File: config.mk
export PLATFORM = sky130hd
export DESIGN_NAME = piso_gated_shreg
export DESIGN_NICKNAME = d
export VERILOG_FILES = /design/src/rtl/piso_pkg.sv /design/src/rtl/sync_bank.sv /design/src/rtl/rise_detect.sv /design/src/rtl/stage_chain.sv /design/src/rtl/piso_gated_shreg.sv
export SDC_FILE = /design/constraint.sdc
export NUM_CORES = 1
export LEC_CHECK = 0
export ABC_AREA = 1
export CAP_MARGIN = 10
export CELL_PAD_IN_SITES_DETAIL_PLACEMENT = 1
export CELL_PAD_IN_SITES_GLOBAL_PLACEMENT = 1
export CORE_MARGIN = 3
export CORE_UTILIZATION = 30
export DETAILED_ROUTE_END_ITERATION = 12
export PLACE_DENSITY_LB_ADDON = 0.1
export SYNTH_ARGS = -nofsm -noshare
export SYNTH_HDL_FRONTEND = slang
export SYNTH_HIERARCHICAL = 1
export SYNTH_SLANG_ARGS = --single-unit
export TNS_END_PERCENT = 10
File: constraint.sdc
create_clock -name clk -period 2 [get_ports clk]
set_input_delay 0.4 -clock clk [delete_from_list [all_inputs] [get_ports clk]]
set_output_delay 0.4 -clock clk [all_outputs]
set_load 0.01 [all_outputs]
File: src/rtl/piso_pkg.sv
package piso_pkg;
    localparam int CTRL_W = 4;

    typedef struct packed {
        logic serial;
        logic load_n;
        logic clk_b;
        logic clk_a;
    } ctrl_t;

    localparam ctrl_t CTRL_IDLE = '{serial: 1'b0, load_n: 1'b1, clk_b: 1'b0, clk_a: 1'b0};
endpackage

File: src/rtl/sync_bank.sv
module sync_bank #(
    parameter int W = 4,
    parameter logic [W-1:0] RST_VAL = '0
) (
    input  logic         clk,
    input  logic         rst,
    input  logic [W-1:0] async_in,
    output logic [W-1:0] sync_out
);
    typedef struct packed {
        logic [W-1:0] meta;
        logic [W-1:0] stable;
    } sync_t;

    sync_t st_d, st_q;

    always_comb begin
        st_d = st_q;
        if (rst) begin
            st_d.meta   = RST_VAL;
            st_d.stable = RST_VAL;
        end else begin
            st_d.meta   = async_in;
            st_d.stable = st_q.meta;
        end
    end

    always_ff @(posedge clk) begin
        st_q <= st_d;
    end

    assign sync_out = st_q.stable;
endmodule

File: src/rtl/rise_detect.sv
module rise_detect #(
    parameter int NCLK = 2
) (
    input  logic            clk,
    input  logic            rst,
    input  logic [NCLK-1:0] clk_lvls,
    output logic            rise
);
    logic combined;
    logic prev_d, prev_q;

    assign combined = |clk_lvls;

    always_comb begin
        prev_d = rst ? 1'b0 : combined;
    end

    always_ff @(posedge clk) begin
        prev_q <= prev_d;
    end

    assign rise = combined & ~prev_q;
endmodule

File: src/rtl/stage_chain.sv
module stage_chain #(
    parameter int N = 8
) (
    input  logic         clk,
    input  logic         rst,
    input  logic         load,
    input  logic         shift,
    input  logic         serial,
    input  logic [N-1:0] par,
    output logic [N-1:0] stages
);
    typedef struct packed {
        logic [N-1:0] stg;
    } chain_t;

    chain_t ch_d, ch_q;
    logic [N-1:0] shifted;

    generate
        for (genvar i = 0; i < N; i++) begin : g_stage
            if (i == 0) begin : g_head
                assign shifted[i] = serial;
            end else begin : g_body
                assign shifted[i] = ch_q.stg[i-1];
            end
        end
    endgenerate

    always_comb begin
        ch_d = ch_q;
        if (rst)        ch_d.stg = '0;
        else if (load)  ch_d.stg = par;
        else if (shift) ch_d.stg = shifted;
    end

    always_ff @(posedge clk) begin
        ch_q <= ch_d;
    end

    assign stages = ch_q.stg;
endmodule

File: src/rtl/piso_gated_shreg.sv
module piso_gated_shreg
    import piso_pkg::*;
#(
    parameter int N = 8
) (
    input  logic         clk,
    input  logic         rst,
    input  logic         shift_clk_a,
    input  logic         shift_clk_b,
    input  logic         load_n,
    input  logic         serial_in,
    input  logic [N-1:0] par_in,
    output logic         tail_out,
    output logic         tail_out_n
);
    ctrl_t raw_ctrl, syn_ctrl;
    logic [CTRL_W-1:0] syn_vec;
    logic load_act;
    logic shift_ev;
    logic [N-1:0] stage_vec;

    assign raw_ctrl = '{serial: serial_in, load_n: load_n,
                        clk_b: shift_clk_b, clk_a: shift_clk_a};

    sync_bank #(.W(CTRL_W), .RST_VAL(CTRL_IDLE)) u_sync (
        .clk      (clk),
        .rst      (rst),
        .async_in (raw_ctrl),
        .sync_out (syn_vec)
    );

    assign syn_ctrl = ctrl_t'(syn_vec);
    assign load_act = ~syn_ctrl.load_n;

    rise_detect #(.NCLK(2)) u_rise (
        .clk      (clk),
        .rst      (rst),
        .clk_lvls ({syn_ctrl.clk_b, syn_ctrl.clk_a}),
        .rise     (shift_ev)
    );

    stage_chain #(.N(N)) u_chain (
        .clk    (clk),
        .rst    (rst),
        .load   (load_act),
        .shift  (shift_ev),
        .serial (syn_ctrl.serial),
        .par    (par_in),
        .stages (stage_vec)
    );

    assign tail_out   = stage_vec[N-1];
    assign tail_out_n = ~stage_vec[N-1];
endmodule

==> metrics.txt, run 1 <==
status complete, no violations; remaining antenna violation count after routing 0; total of warnings raised by yosys 6; Logic pwr share 0.132; CTS buffer count 3; non-filler instance count after layout 140; max cap viols 0; largest area contributor in the netlist dfxtp_1; standard-cell rows 16; Slew @ Worst Pin 0.4589 ns; IO Port Bufs 15; Pre-Repair DR Iteration Count 4; Post-Syn Area slightly above 700 µm²; switching share of power 0.2343; FF+latch count, synth 17; Slew Limit Headroom 0.6937; Cells after Synth 98; CTS Root Cell clkbuf_4; CP required 1.60 ns; clk_skew 0.004826 ns; Min-Delay Path Class reg2reg; setup bufs post-CTS 0; first-pass GRT wire length ~2300 µm; max-slew violations 0; synth top area cells dfxtp_1 (48%), nand2_1 (16%), inv_1 (10%), nand3_1 (8.5%), buf_4 (5.3%); pwr dens about 700 nW/µm²; slowest stage delay, CP 0.52 ns; clock slew at reported path FFs roughly 0.090 ns; initial antenna violation count 0; Core Area 2102 µm²; drt via density approximately 4.2; most frequent cell after synthesis nand2_1; number of top-level pins 16; Die Wd 54.55 µm; layout cells sized above 1 0.07965; unrepaired setup endpoints after global routing no; Max clock buf depth 2; Net Count, Synth 112; CTS tree yes; post-route clock period utilization 0.7920; register area share after synthesis 0.4814; Layout Nets 128; critical path type reg2out; mean post-synth cell area 7.214 µm²; Synth top area share 0.4814; pre-CTS worst setup slack 0.7227 ns; routed via count 590; Worst Path Arrival between 1 and 1.5 ns; Die ar. 2975 µm²; hold_buf cts 0; cell depth of the worst hold path 2; leakage about 0.00045 µW; # setup viols final 0; H-tree levels 1; critical path cell sequence inv_1, clkdlybuf4s50_1; Netlist cell types 11; Hold Violations, Final 0; Setup crit end kind output port; n_diodes 0; vias in the first global route 569; WL final 1285 µm; dpl cells 136; largest net degree at the start of global routing 11; HPWL after detailed placement 974 µm; Seq pwr share 0.580; Final WS setup 0.4161 ns; fin util 0.4202; internal power 474.5 µW; Reg2Reg Depth 6; clock power share 0.288; Max Fclk 631.3 MHz; Clock Latency Late Sink 0.29 ns; GPL Wtd Cong 0.6842; global route overflow 0; Layout area overhead 24.96%; All-Layer GR Usage 0.1083; Initial Utilization 0.3363; WL per Instance 9.179 µm; WHS 0.4083 ns; DRC viols 0; share of flip-flops with an asynchronous set or reset 0; Period minus WS final ~1.6 ns; dominant synthesized flop cell dfxtp_1; Slowest cell on crit path clkdlybuf4s50_1; Post-CTS Resized 0; Worst Setup Start Kind flip-flop; CTS sink cnt 17; top post-synthesis cells by count nand2_1 (30), inv_1 (19), dfxtp_1 (17); Setup TNS 0 ns; 1st-iter DRT viols 2; CP max FO 3; Die Y 54.55 µm; net switching power figure 145.2 µW; Max VDD drop 0.2976 mV; Post-synth EDFFs 0
## registers in the layout, indices dropped and copies added (netlist names)
name	count
u_rise/prev_q	1
u_sync/st_q	4
u_sync/sync_out	4
u_chain/stages	8
## power groups by stage
stage          combinational [µW]  sequential, µW  clock, µW
2_1_floorplan                46.8             367          0
3_3_place_gp                 82.1             367          0
3_5_place_dp                 83.1             368          0
4_1_cts                      83.6             360        192
5_1_grt                      93.1             362        203
6_report                     81.9             360        178
## final cells by class
class	count	area [µm²]
inverters	21	78.83
fillers	274	1219
clock buffers	4	26.28
flip-flops and latches	17	340.3
repair buffers	17	165.2
multi-input cells	54	239.0
well taps	27	33.78
## worst max-delay path, delay by kind of cell (launching register included)
family                 cells  cell delay [ns]
buffers and inverters      2             0.57
flip-flops                 1             0.33
## layer usage
| metal | up-vias | track usage | part of all wire |
|---|---|---|---|
| met5 | - | 0 | 0 |
| met4 | 0 | 0.04979 | 0.019 |
| met3 | 3 | 0.03270 | 0.068 |
| met2 | 19 | 0.1733 | 0.43 |
| met1 | 255 | 0.1322 | 0.48 |
| li1 | 313 | - | - |
## worst paths after layout
check	to	slack (ns)	startpoint
worst max-delay path	tail_out_n	0.42	u_chain/stages[7]
worst min-delay path	u_sync/sync_out[1]	0.41	u_sync/st_q[5]
worst max register to register	u_chain/stages[0]	0.81	u_sync/sync_out[2]
worst min register to register	u_sync/sync_out[1]	0.41	u_sync/st_q[5]
## stage by stage
stage	total power [µW]	area, µm²
finish	619.7	883.3
global route	658.3	883.3
CTS	635.8	883.3
detailed placement	450.8	857.1
global placement	449.4	857.1
floorplan	413.5	706.9
## cells by family (layout without fill, tap and decap cells)
group,after synthesis,after routing,synth area share
flip-flops,17,17,0.4814
AND/OR/NAND/NOR,52,52,0.3239
buffers and inverters,27,42,0.1805
AO/OA/AOI/OAI,2,2,0.01416
## layout by cell type (no fill, tap or decap)
| master | Yosys | routed |
|---|---|---|
| nand2_1 | 30 | 30 |
| inv_1 | 19 | 19 |
| nor2_8 | 1 | 1 |
| clkdlybuf4s50_1 | 0 | 15 |
| nor2_1 | 8 | 8 |
| a21oi_1 | 2 | 2 |
| nand3_1 | 12 | 12 |
| inv_2 | 2 | 2 |
| clkbuf_4 | 0 | 3 |
| buf_4 | 5 | 2 |
| nor2_2 | 1 | 1 |
| clkbuf_1 | 0 | 1 |
| dfxtp_1 | 17 | 17 |
No activity file was read; power rests on OpenSTA's default activity.
==> inputs of run 2 (changes only) <==
- clock period: 2 -> 1.6 ns (I/O delays scaled with it)
==> metrics.txt, run 2 (synthesized netlist as in run 1, its figures left out) <==
global route overflow 0; Slowest cell on crit path clkdlybuf4s50_1; Final Instance Area 892.1 µm²; filler cell count 284; number of top-level pins 16; dpl cell area 864.6 µm²; clock slew at reported path FFs ~0.10 ns; CTS sink cnt 17; initial antenna violation count 0; Post-CTS Resized 0; Hold Violations, Final 0; leakage 0.0004629 µW; Initial Utilization 0.3363; All-Layer GR Usage 0.1144; Setup TNS 0 ns; pwr dens about 870 nW/µm²; largest net degree at the start of global routing 11; slowest stage delay, CP 0.52 ns; hold_buf cts 0; post-route clock period utilization 0.9407; cell depth of the worst hold path 2; vias in the first global route 569; max reg flops 8; Setup crit end kind output port; Max clock buf depth 2; most frequent cells in the layout nand2_1 (30), inv_1 (19), dfxtp_1 (17), clkdlybuf4s50_1 (15), nand3_1 (12); Reg2Reg Depth 6; n_diodes 0; Min-Delay Path Class reg2reg; first-pass GRT wire length 2415 µm; fin util 0.4244; setup bufs post-CTS 0; Pre-Repair DR Iteration Count 2; Period minus WS final 1.505 ns; CP required 1.28 ns; CTS buffer count 3; Slew @ Worst Pin 0.3717 ns; Slew Limit Headroom 0.7519; HPWL after detailed placement 1086 µm; critical path's top delay family buffers and inverters; CTS Root Cell clkbuf_4; remaining antenna violation count after routing 0; max-slew violations 0; WL per Instance 9.965 µm; commonest non-fill, non-tap cell in the layout nand2_1; drt via density 4.220; CTS tree yes; worst flop-to-flop path endpoint u_chain/stages[3]; Core Area 2102 µm²; Worst Path Arrival 1.19 ns; Die Wd 54.55 µm; Reg2Reg Setup Slack 0.48 ns; Layout Nets between 100 and 150; H-tree levels 1; Die Y 54.55 µm; # setup viols final 0; routed via count just under 600; Worst Path Buf+Inv 2; Die ar. roughly 3000 µm²; hold_sp u_sync/st_q[7]; Max VDD drop 0.6563 mV; GPL Wtd Cong 0.6922; IO Port Bufs 15; max cap viols 0; WL final between 1000 and 1500 µm; Worst Setup Start Kind flip-flop; status complete, no violations; reg2reg start u_sync/sync_out[2]; Max Fclk ~660 MHz; clk_skew 0.006456 ns; Clock Latency Late Sink slightly below 0.3 ns; DRC viols 0; 1st-iter DRT viols 4; Hold Path End u_sync/sync_out[3]; layout cells sized above 1 0.09649; CP max FO 3; critical path cell sequence inv_1, clkdlybuf4s50_1; Power Total 778.8 µW; unrepaired setup endpoints after global routing no; Layout area overhead 26.19%; critical path type reg2out; standard-cell rows 16
## run 2: changes by cell type in the layout (fill, tap and decap cells not counted)
cell      before  now
clkinv_2       0    1
buf_4          2    3
clkbuf_1       1    0
## run 2: worst min-delay path: stages, from the launching register on
cell	delay, ns
dfxtp_1	0.31
inv_1	0.04
nor2_1	0.03
## run 2: how the worst max path moves through the flow
stage,to,startpoint,depth (start not counted),slack [ns]
after floorplan,u_chain/stages[7],u_sync/sync_out[1],9,0.54
after global placement,tail_out_n,u_chain/stages[7],2,0.42
after detailed placement,tail_out_n,u_chain/stages[7],2,0.40
after CTS,tail_out_n,u_chain/stages[7],2,0.08
after global routing,tail_out_n,u_chain/stages[7],2,0.05
final,tail_out_n,u_chain/stages[7],2,0.09
## run 2: stage by stage
| step | worst slack [ns] | cells | hold slack [ns] |
|---|---|---|---|
| 2_1_floorplan | 0.5434 | 98 | 0.3865 |
| 3_3_place_gp | 0.4181 | 137 | 0.3932 |
| 3_5_place_dp | 0.4012 | 137 | 0.3998 |
| 4_1_cts | 0.07507 | 141 | 0.4170 |
| 5_1_grt | 0.04791 | 141 | 0.4296 |
| 6_report | 0.09485 | 141 | 0.4100 |
## run 2: routing by layer
layer | vias to the layer above | track usage | share of wire
met5 | - | 0 | 0
met4 | 0 | 0.02490 | 0.0085
met3 | 2 | 0.04905 | 0.069
met2 | 16 | 0.1972 | 0.47
met1 | 263 | 0.1299 | 0.45
li1 | 314 | - | -
## run 2: layout make-up
type / count / area (µm²) / area share
well taps: 27 / 33.78 / 0.03787
inverters: 21 / 78.83 / 0.08836
repair buffers: 18 / 172.7 / 0.1935
multi-input cells: 54 / 239.0 / 0.2679
clock buffers: 3 / 22.52 / 0.02525
flip-flops and latches: 17 / 340.3 / 0.3815
clock inverters: 1 / 5.005 / 0.005610
## run 2: where the power goes
part | total, µW | internal [µW] | leakage, µW | switching [µW]
logic | 105 | 55.1 | 0.000306 | 49.5
registers | 450 | 442 | 0.000140 | 7.20
clock network | 225 | 92.8 | 0.0000177 | 132
==> inputs of run 3 (changes only) <==
- ABC_CLOCK_PERIOD_IN_PS: unset -> 1500
- SETUP_SLACK_MARGIN: unset -> 0.05
- clock period: 1.6 -> 1.5 ns (I/O delays scaled with it)
==> metrics.txt, run 3 (synthesized netlist as in run 1, its figures left out) <==
Max clock buf depth 2; routed via count 612; Clock Latency Late Sink 0.28 ns; clk_skew 0.0008139 ns; Layout area overhead 26.19%; status complete, no violations; standard-cell rows 16; IO Port Bufs 15; CTS buffer count 3; CP required 1.20 ns; CTS Root Cell clkbuf_4; number of top-level pins 16; unrepaired setup endpoints after global routing no; hold_buf cts 0; WL per Instance 9.504 µm; max-slew violations 0; Hold Violations, Final 0; vias in the first global route 540; initial antenna violation count 0; largest net degree at the start of global routing 11; max cap viols 0; Min-Delay Path Class reg2reg; drt via density 4.340; leakage 0.0004760 µW; Core Area 2102 µm²; most frequent cells in the layout nand2_1 (30), inv_1 (19), dfxtp_1 (17), clkdlybuf4s50_1 (13), nand3_1 (12); 1st-iter DRT viols 3; CTS sink cnt 17; Die ar. 2975 µm²; Max VDD drop 0.4537 mV; Initial Utilization 0.3363; All-Layer GR Usage 0.1096; Pre-Repair DR Iteration Count 4; Layout Nets 129; dpl cells 137; critical path type reg2out; clock slew at reported path FFs 0.10 ns; WL final 1340 µm; commonest non-fill, non-tap cell in the layout nand2_1; Worst Setup Start Kind flip-flop; layout cells sized above 1 0.08772; CTS tree yes; Slew Limit Headroom 0.8319; # setup viols final 0; Die Y about 55 µm; Period minus WS final 1.240 ns; Die Wd 54.55 µm; global route overflow 0; max reg flops 8; pwr dens 930.6 nW/µm²; HPWL after detailed placement 1012 µm; n_diodes 0; Setup crit end kind output port; H-tree levels 1; first-pass GRT wire length approximately 2200 µm; post-route clock period utilization 0.8265; GPL Wtd Cong 0.6636; DRC viols 0; Setup TNS 0 ns; remaining antenna violation count after routing 0; Max Fclk 806.7 MHz; non-filler instance count after layout 141; Slew @ Worst Pin 0.2518 ns; Worst Path Arrival ~0.94 ns; CP max FO 3
[run 3: path summary, 6_finish.rpt]
check                           depth (start not counted)          startpoint                  to  slack, ns
worst max-delay path                                    2   u_chain/stages[7]          tail_out_n       0.26
worst min-delay path                                    2      u_sync/st_q[4]  u_sync/sync_out[0]       0.41
worst max register to register                          8  u_sync/sync_out[1]   u_chain/stages[5]       0.42
worst min register to register                          2      u_sync/st_q[4]  u_sync/sync_out[0]       0.41
[run 3: layout make-up]
class	instances	area [µm²]
clock buffers	4	26.28
flip-flops and latches	17	340.3
repair buffers	18	173.9
multi-input cells	54	239.0
well taps	27	33.78
inverters	21	78.83
fillers	292	1210
[run 3: through the flow]
stage	utilization	cell area (µm²)	total power [µW]	hold WS, ns	setup WS [ns]
floorplan	-	706.9	551.3	0.3691	0.4434
global placement	0.4113	864.6	601.6	0.3939	0.3384
detailed placement	0.4113	864.6	603.6	0.4021	0.3291
CTS	0.4232	889.6	848.7	0.4156	0.009632
global route	0.4244	892.1	883.2	0.4370	0.1956
finish	0.4244	892.1	830.2	0.4095	0.2603
[run 3: routing by layer]
layer	global-route usage	share of wire	up-vias
li1	-	-	316
met1	0.1310	0.47	278
met2	0.1733	0.45	16
met3	0.02452	0.065	2
met4	0.07469	0.0075	0
met5	0	0	-
[run 3: where the power goes]
group | leakage [µW] | switching (µW) | internal, µW | total [µW]
logic | 0.000321 | 52.3 | 57.7 | 110
clock network | 0.0000150 | 138 | 103 | 241
registers | 0.000140 | 7.38 | 472 | 479
[run 3: repair_timing]
item	CTS	global route
setup endpoints to repair	2	1
setup buffers	0	0
gates resized for setup	1	1
[run 3: worst max-delay path: stages (launching register included)]
cell and delay (ns):
dfxtp_1 0.35, inv_1 0.04, dlygate4sd2_1 0.27
